`src/rtl/sg_pkg.sv`:
```
package sg_pkg;
  localparam int ADDR_W    = 32;
  localparam int PAGE_BITS = 12;
  localparam int PAGE_W    = ADDR_W - PAGE_BITS;

  typedef enum logic [1:0] {
    FLT_NONE   = 2'd0,
    FLT_PERM   = 2'd1,
    FLT_WIDTH  = 2'd2,
    FLT_NOREG  = 2'd3
  } faultT;

  typedef enum logic [1:0] {
    KIND_LOAD  = 2'd0,
    KIND_STORE = 2'd1,
    KIND_FETCH = 2'd2,
    KIND_RSVD  = 2'd3
  } kindT;

  // strobes from the split control to the lookup datapath
  typedef struct packed {
    logic              split;
    logic              part1En;
    logic [3:0]        bytes0;
    logic [3:0]        bytes1;
    logic [PAGE_W-1:0] page0;
    logic [PAGE_W-1:0] page1;
  } ctrlT;
endpackage

```
`src/rtl/sg_ctrl.sv`:
```
module sg_ctrl
  import sg_pkg::*;
(
  input  logic [ADDR_W-1:0] reqAddr,
  input  logic [1:0]        reqSize,
  output ctrlT              ctrl
);
  localparam int OFF_W = PAGE_BITS + 1;
  localparam logic [OFF_W-1:0] PAGE_SPAN = OFF_W'(1) << PAGE_BITS;

  logic [OFF_W-1:0] offset;
  logic [OFF_W-1:0] totalBytes;
  logic [OFF_W-1:0] lastOff;
  logic [OFF_W-1:0] firstPart;
  logic             crosses;

  always_comb begin
    offset     = {1'b0, reqAddr[PAGE_BITS-1:0]};
    totalBytes = OFF_W'(1) << reqSize;
    lastOff    = offset + totalBytes - OFF_W'(1);
    crosses    = lastOff[PAGE_BITS];
    firstPart  = crosses ? (PAGE_SPAN - offset) : totalBytes;

    ctrl.split   = crosses;
    ctrl.part1En = crosses;
    ctrl.bytes0  = firstPart[3:0];
    ctrl.bytes1  = crosses ? 4'(totalBytes - firstPart) : 4'd0;
    ctrl.page0   = reqAddr[ADDR_W-1:PAGE_BITS];
    ctrl.page1   = reqAddr[ADDR_W-1:PAGE_BITS] + PAGE_W'(1);
  end
endmodule

```
`src/rtl/sg_lookup.sv`:
```
module sg_lookup
  import sg_pkg::*;
#(
  parameter int NUM_REGIONS = 8
) (
  input  logic                          enable,
  input  logic [PAGE_W-1:0]             page,
  input  logic [1:0]                    kind,
  input  logic [3:0]                    bytes,
  input  logic [NUM_REGIONS*PAGE_W-1:0] regBase,
  input  logic [NUM_REGIONS*PAGE_W-1:0] regLimit,
  input  logic [NUM_REGIONS*3-1:0]      regPerm,
  input  logic [NUM_REGIONS*2-1:0]      regMinW,
  output logic                          pass,
  output logic [1:0]                    fault
);
  localparam int IDX_W = (NUM_REGIONS > 1) ? $clog2(NUM_REGIONS) : 1;

  logic [NUM_REGIONS-1:0] match;

  for (genvar k = 0; k < NUM_REGIONS; k++) begin : g_match
    assign match[k] = (page >= regBase[k*PAGE_W +: PAGE_W]) &&
                      (page <= regLimit[k*PAGE_W +: PAGE_W]);
  end

  logic             hit;
  logic [IDX_W-1:0] winIdx;
  logic [2:0]       winPerm;
  logic [1:0]       winMinW;
  logic             permOk;
  logic [4:0]       minBytes;

  always_comb begin
    hit    = 1'b0;
    winIdx = '0;
    for (int k = NUM_REGIONS - 1; k >= 0; k--) begin
      if (match[k]) begin
        hit    = 1'b1;
        winIdx = IDX_W'(k);
      end
    end
    winPerm  = regPerm[winIdx*3 +: 3];
    winMinW  = regMinW[winIdx*2 +: 2];
    minBytes = 5'd1 << winMinW;
    case (kindT'(kind))
      KIND_LOAD:  permOk = winPerm[0];
      KIND_STORE: permOk = winPerm[1];
      KIND_FETCH: permOk = winPerm[2];
      default:    permOk = 1'b0;
    endcase

    if (!enable)                    fault = FLT_NONE;
    else if (!hit)                  fault = FLT_NOREG;
    else if (!permOk)               fault = FLT_PERM;
    else if ({1'b0, bytes} < minBytes) fault = FLT_WIDTH;
    else                            fault = FLT_NONE;
    pass = enable && (fault == FLT_NONE);
  end
endmodule

```
`src/rtl/straddle_guard.sv`:
```
module straddle_guard
  import sg_pkg::*;
#(
  parameter int NUM_REGIONS = 8
) (
  input  logic                          clk,
  input  logic                          rst_n,
  input  logic                          reqValid,
  input  logic [ADDR_W-1:0]             reqAddr,
  input  logic [1:0]                    reqSize,
  input  logic [1:0]                    reqKind,
  input  logic [NUM_REGIONS*PAGE_W-1:0] regBase,
  input  logic [NUM_REGIONS*PAGE_W-1:0] regLimit,
  input  logic [NUM_REGIONS*3-1:0]      regPerm,
  input  logic [NUM_REGIONS*2-1:0]      regMinW,
  output logic                          outValid,
  output logic                          outSplit,
  output logic [ADDR_W-1:0]             out0Addr,
  output logic [3:0]                    out0Bytes,
  output logic                          out0Pass,
  output logic [1:0]                    out0Fault,
  output logic [ADDR_W-1:0]             out1Addr,
  output logic [3:0]                    out1Bytes,
  output logic                          out1Pass,
  output logic [1:0]                    out1Fault
);
  localparam int NUM_PARTS = 2;

  ctrlT ctrl;

  sg_ctrl u_ctrl (
    .reqAddr (reqAddr),
    .reqSize (reqSize),
    .ctrl    (ctrl)
  );

  logic [NUM_PARTS-1:0]        partEn;
  logic [PAGE_W-1:0]           partPage  [NUM_PARTS];
  logic [3:0]                  partBytes [NUM_PARTS];
  logic [NUM_PARTS-1:0]        partPass;
  logic [1:0]                  partFault [NUM_PARTS];

  assign partEn       = {ctrl.part1En, 1'b1};
  assign partPage[0]  = ctrl.page0;
  assign partPage[1]  = ctrl.page1;
  assign partBytes[0] = ctrl.bytes0;
  assign partBytes[1] = ctrl.bytes1;

  for (genvar p = 0; p < NUM_PARTS; p++) begin : g_part
    sg_lookup #(.NUM_REGIONS(NUM_REGIONS)) u_lookup (
      .enable   (partEn[p]),
      .page     (partPage[p]),
      .kind     (reqKind),
      .bytes    (partBytes[p]),
      .regBase  (regBase),
      .regLimit (regLimit),
      .regPerm  (regPerm),
      .regMinW  (regMinW),
      .pass     (partPass[p]),
      .fault    (partFault[p])
    );
  end

  always_ff @(posedge clk or negedge rst_n) begin
    if (!rst_n) begin
      outValid  <= 1'b0;
      outSplit  <= 1'b0;
      out0Addr  <= '0;
      out0Bytes <= '0;
      out0Pass  <= 1'b0;
      out0Fault <= FLT_NONE;
      out1Addr  <= '0;
      out1Bytes <= '0;
      out1Pass  <= 1'b0;
      out1Fault <= FLT_NONE;
    end else begin
      outValid <= reqValid;
      if (reqValid) begin
        outSplit  <= ctrl.split;
        out0Addr  <= reqAddr;
        out0Bytes <= partBytes[0];
        out0Pass  <= partPass[0];
        out0Fault <= partFault[0];
        out1Addr  <= ctrl.split ? {ctrl.page1, {PAGE_BITS{1'b0}}} : '0;
        out1Bytes <= partBytes[1];
        out1Pass  <= partPass[1];
        out1Fault <= partFault[1];
      end
    end
  end

  // one register between request and result
  a_r2_valid_follows: assert property (@(posedge clk) disable iff (!rst_n)
    reqValid |=> outValid);

  // an unsplit access leaves part 1 empty
  a_r3_part1_idle: assert property (@(posedge clk) disable iff (!rst_n)
    (outValid && !outSplit) |-> (out1Bytes == 4'd0 && !out1Pass && out1Fault == 2'd0));

  // a split lands exactly on a page edge
  a_r4_split_edge: assert property (@(posedge clk) disable iff (!rst_n)
    (outValid && outSplit) |->
      (out1Addr[PAGE_BITS-1:0] == '0 &&
       ({1'b0, out0Addr[PAGE_BITS-1:0]} + 13'(out0Bytes)) == 13'h1000));

  // the two parts together hold every byte of the request
  a_r4_byte_total: assert property (@(posedge clk) disable iff (!rst_n)
    $past(reqValid) |-> ({1'b0, out0Bytes} + {1'b0, out1Bytes} == (5'd1 << $past(reqSize))));
endmodule

```
`config.mk`:
```
export PLATFORM = sky130hd
export DESIGN_NAME = straddle_guard
export DESIGN_NICKNAME = d
export VERILOG_FILES = /design/src/rtl/sg_pkg.sv /design/src/rtl/sg_ctrl.sv /design/src/rtl/sg_lookup.sv /design/src/rtl/straddle_guard.sv
export SDC_FILE = /design/constraint.sdc
export NUM_CORES = 1
export LEC_CHECK = 0
export BUFFER_PORTS_ARGS = -buffer_cell sky130_fd_sc_hd__buf_4
export CAP_MARGIN = 20
export CORE_MARGIN = 5
export CORE_UTILIZATION = 30
export DETAILED_ROUTE_END_ITERATION = 10
export PLACE_DENSITY = 0.53
export SLEW_MARGIN = 20
export SYNTH_ARGS = -nofsm -noshare
export SYNTH_HDL_FRONTEND = slang
export SYNTH_SLANG_ARGS = --single-unit
```
`constraint.sdc`:
```
create_clock -name clk -period 1.8 [get_ports clk]
set_input_delay 0.09 -clock clk [delete_from_list [all_inputs] [get_ports clk]]
set_output_delay 0.09 -clock clk [all_outputs]
set_load 0.05 [all_outputs]
```
==> reports/metrics.yaml <==
finish:
  layout.cells.non_filler: 4264
  fillCellCount: 6262
  mostFrequentLayoutCells: "buf_4, ha_1, inv_1"
  finalInstanceArea_um2: 30000
  syn2layout_area_growth_pct: 54.3
  final_nets: 4462
  layout_commonest_cell: "buf_4"
  drive_above_1_share_pct: 36.8
synth:
  ys.flop_type: "dfrtp_1"
  ys.warnings.count: 0
  ys_async_sr_fraction_pct: 100
  synth_area_um2: 19500
  synth-edff-count: 0
  yosysSeqAreaShare_pct: 8.75
  yosysUniqueCellTypes: 80
  synth-seq-cells: 68
  syn_avg_cell_area_um2: 8.07
  syn_inst: 2412
setup_path:
  cp_data_required_time_ns: 2.01
  crit_path_max_fanout: 6
  end_kind: "flop"
  cp_data_arrival_time_ns: 5.14
  crit_path_start_kind: "input port"
  critPathKind: "input port to flop"
timing:
  fin_crit_sh_pct: 274
  setup_slack_ns: -3.13
  slew-limit-headroom_pct: 51.9
  fmax_ghz: 0.203
  rsz0062_at_grt: "yes"
  tightest_slew_ns: 0.717
  hold_ws_ns: 0.0155
  clock_skew_ns: 0
  fin_crit_ns: 4.93
  setup_viol: 35
  hold_viol_final: 0
  report.final.slew_viol_count: 0
clock_tree:
  cts-root-buf: "clkbuf_16"
  htreeDepth: 3
  clock_sinks: 68
  cts_buffers: 9
  cts_tree: "done"
  path_clk_slew_ns: 0.05
  cts_max_path_buffers: 2
  insertion_delay_ns: 0.33
global_route:
  grt_max_degree: 60
  grt.overflow.total: 0
  globalRouteTotalUtil_pct: 26.2
  grt_use_met3_pct: 3.00
  grt_antenna_before_repair: 8
  use_met1_pct: 34.8
  grt_use_met2_pct: 43.9
  top_usage_layer: "met2"
  grt_pass1_vias: 23200
  grt_pass1_wl_mm: 142
worst_hold_path:
  hp-class: "input port to flop"
floorplanning:
  chipWidth_um: 265
  pin_count: 479
  start_util_pct: 30.2
  core_area_um2: 64300
  fp.dieH_um: 265
  num_rows: 93
  fp.dieArea_um2: 70100
detailed_routing:
  viasPerCell: 5.29
  drt-pass1-iter-count: 7
  route.detailed.drc: 0
  ant_nets: 0
  wl_mm: 97.9
  drtIter0Drc: 1421
  vias: 22600
  wl_per_cell_um: 23.0
place:
  port_buffers: 466
  dpl_cell_area_um2: 28600
  gp_congestion: 0.990
  dp.cells: 4202
  dp_hpwl_mm: 84.6
pwr:
  power_density_nw_per_um2: 485
  leakagePower_nw: 16.2
  irDropWorstVdd_mv: 0.463
status:
  status: "complete, but fails checks"
  violations: "setup timing"
run:
  drv_cap: 0
==> per-layer routing <==
metal,vias to the layer above,part of all wire (%)
met1,10700,44
met2,771,46
li1,10900,-
met5,-,0.028
met3,179,5.8
met4,4,4.5
==> synth_stat cells (all sizes together) (4+ instances only) <==
cell       n  area [um2]
ha       664        8310
inv      379        1420
a21oi    216        1080
nand2    145         544
nor2      98         375
nand4     92         576
o21ai     87         435
a21o      85         638
nand3     71         355
dfrtp     68        1700
mux2      48         541
o22ai     35         219
a211oi    33         258
nor3      31         155
nor2b     30         188
o211ai    29         218
nand2b    21         131
a21boi    16         120
xnor2     16         140
buf       15         118
mux2i     15         150
o21a      15         113
clkbuf    14        52.6
o31ai     14         105
and4      13         114
a2111oi    9         110
a221oi     9        78.8
nor4       9        56.3
o221ai     9        85.1
a221o      8        80.1
a31oi      8        50.1
xor2       8        70.1
a211o      7        61.3
nor3b      7        57.6
or2        7        43.8
or3        7        43.8
nand4b     6        52.6
a22oi      5        42.5
and3       5        31.3
o211a      5        50.1
o41ai      5        43.8
o21bai     4        30.0
or4        4        30.0
==> registers in the layout, summed over array words and instances (netlist names) <==
name / cells
out1Pass: 1
out0Fault: 2
out0Bytes: 4
outValid: 1
out1Addr: 20
out0Pass: 1
out1Fault: 2
outSplit: 1
out1Bytes: 4
out0Addr: 32
==> metrics by stage <==
step	power (W)	worst slack [ns]	setup TNS, ns	util [%]
2_1_floorplan	0.00710	-3.02	-34.50	-
3_3_place_gp	0.0114	-3.78	-47.87	44.4
5_1_grt	0.0155	-3.31	-38.52	46.7
4_1_cts	0.0141	-3.09	-34.41	45.9
6_report	0.0146	-3.13	-34.36	46.7
3_5_place_dp	0.0116	-3.79	-48.96	44.4
==> logic make-up (layout without fill, tap and decap cells) <==
kind of cell	after synthesis	in the layout	synth area share (%)
AOI/OAI and AO/OA	628	628	21.1
buffers and inverters	408	1388	8.19
DFF	68	68	8.75
other	1	18	0.0193
adders and majority gates	665	665	42.8
xor gates and xnor gates	24	24	1.08
muxes	63	63	3.55
and+or+nand+nor	555	555	14.5
==> cell type report <==
type	count	area [um2]	share of cell area [%]
multi-input cells	1947	17600	58.8
repair buffers	993	7820	26.0
flip-flops and latches	68	1700	5.67
inverters	379	1430	4.76
well taps	855	1070	3.56
clock buffers	12	256	0.854
clock inverters	4	95.1	0.317
diodes	6	15.0	0.0500
==> what timing repair did <==
action | CTS | global route
pin swaps | 47 | 51
cloned | 1 | 0
endpoints found under the setup margin | 35 | 35
hold buffers | 1 | 0
buffers inserted | 28 | 19
gates resized for setup | 77 | 90
endpoints found under the hold margin | 31 | 0
==> worst max-delay path: stages <==
cell and delay (ns):
buf_8 0.09, and3_4 0.18, nand3_4 0.12, buf_4 0.19, nor3_4 0.14, nand3_2 0.17, xnor2_4 0.21, buf_4 0.17
buf_4 0.12, ha_1 0.28, a21oi_1 0.13, o21ai_1 0.11, a21oi_2 0.21, o211ai_1 0.13, a21oi_2 0.21, buf_4 0.15
o211ai_1 0.18, a2111oi_4 0.54, nor2_4 0.12, mux2_4 0.34, o22ai_4 0.18, nor2_2 0.08, or2_4 0.24, ha_4 0.15
a21o_1 0.15, a21oi_2 0.13, o21ai_2 0.08, a41o_1 0.22
==> where the power goes <==
group	total [W]	internal (W)	switching [W]
logic	0.0106	0.00485	0.00574
registers	0.00191	0.00176	0.000149
clock network	0.00207	0.00143	0.000640
==> final timing paths <==
path,start,to,slack [ns],depth (start not counted)
min in group asynchronous,rst_n,out0Addr[6],0.23,2
setup reg to reg,out1Fault[1],out1Fault[1],0.92,3
setup / recovery,reqAddr[12],out1Pass,-3.13,28
max in group asynchronous,rst_n,out0Bytes[1],1.01,3
hold reg to reg,out0Fault[0],out0Fault[0],0.48,1
hold / removal,reqAddr[11],out0Addr[11],0.02,2
Power figures use the tool's default switching activity.
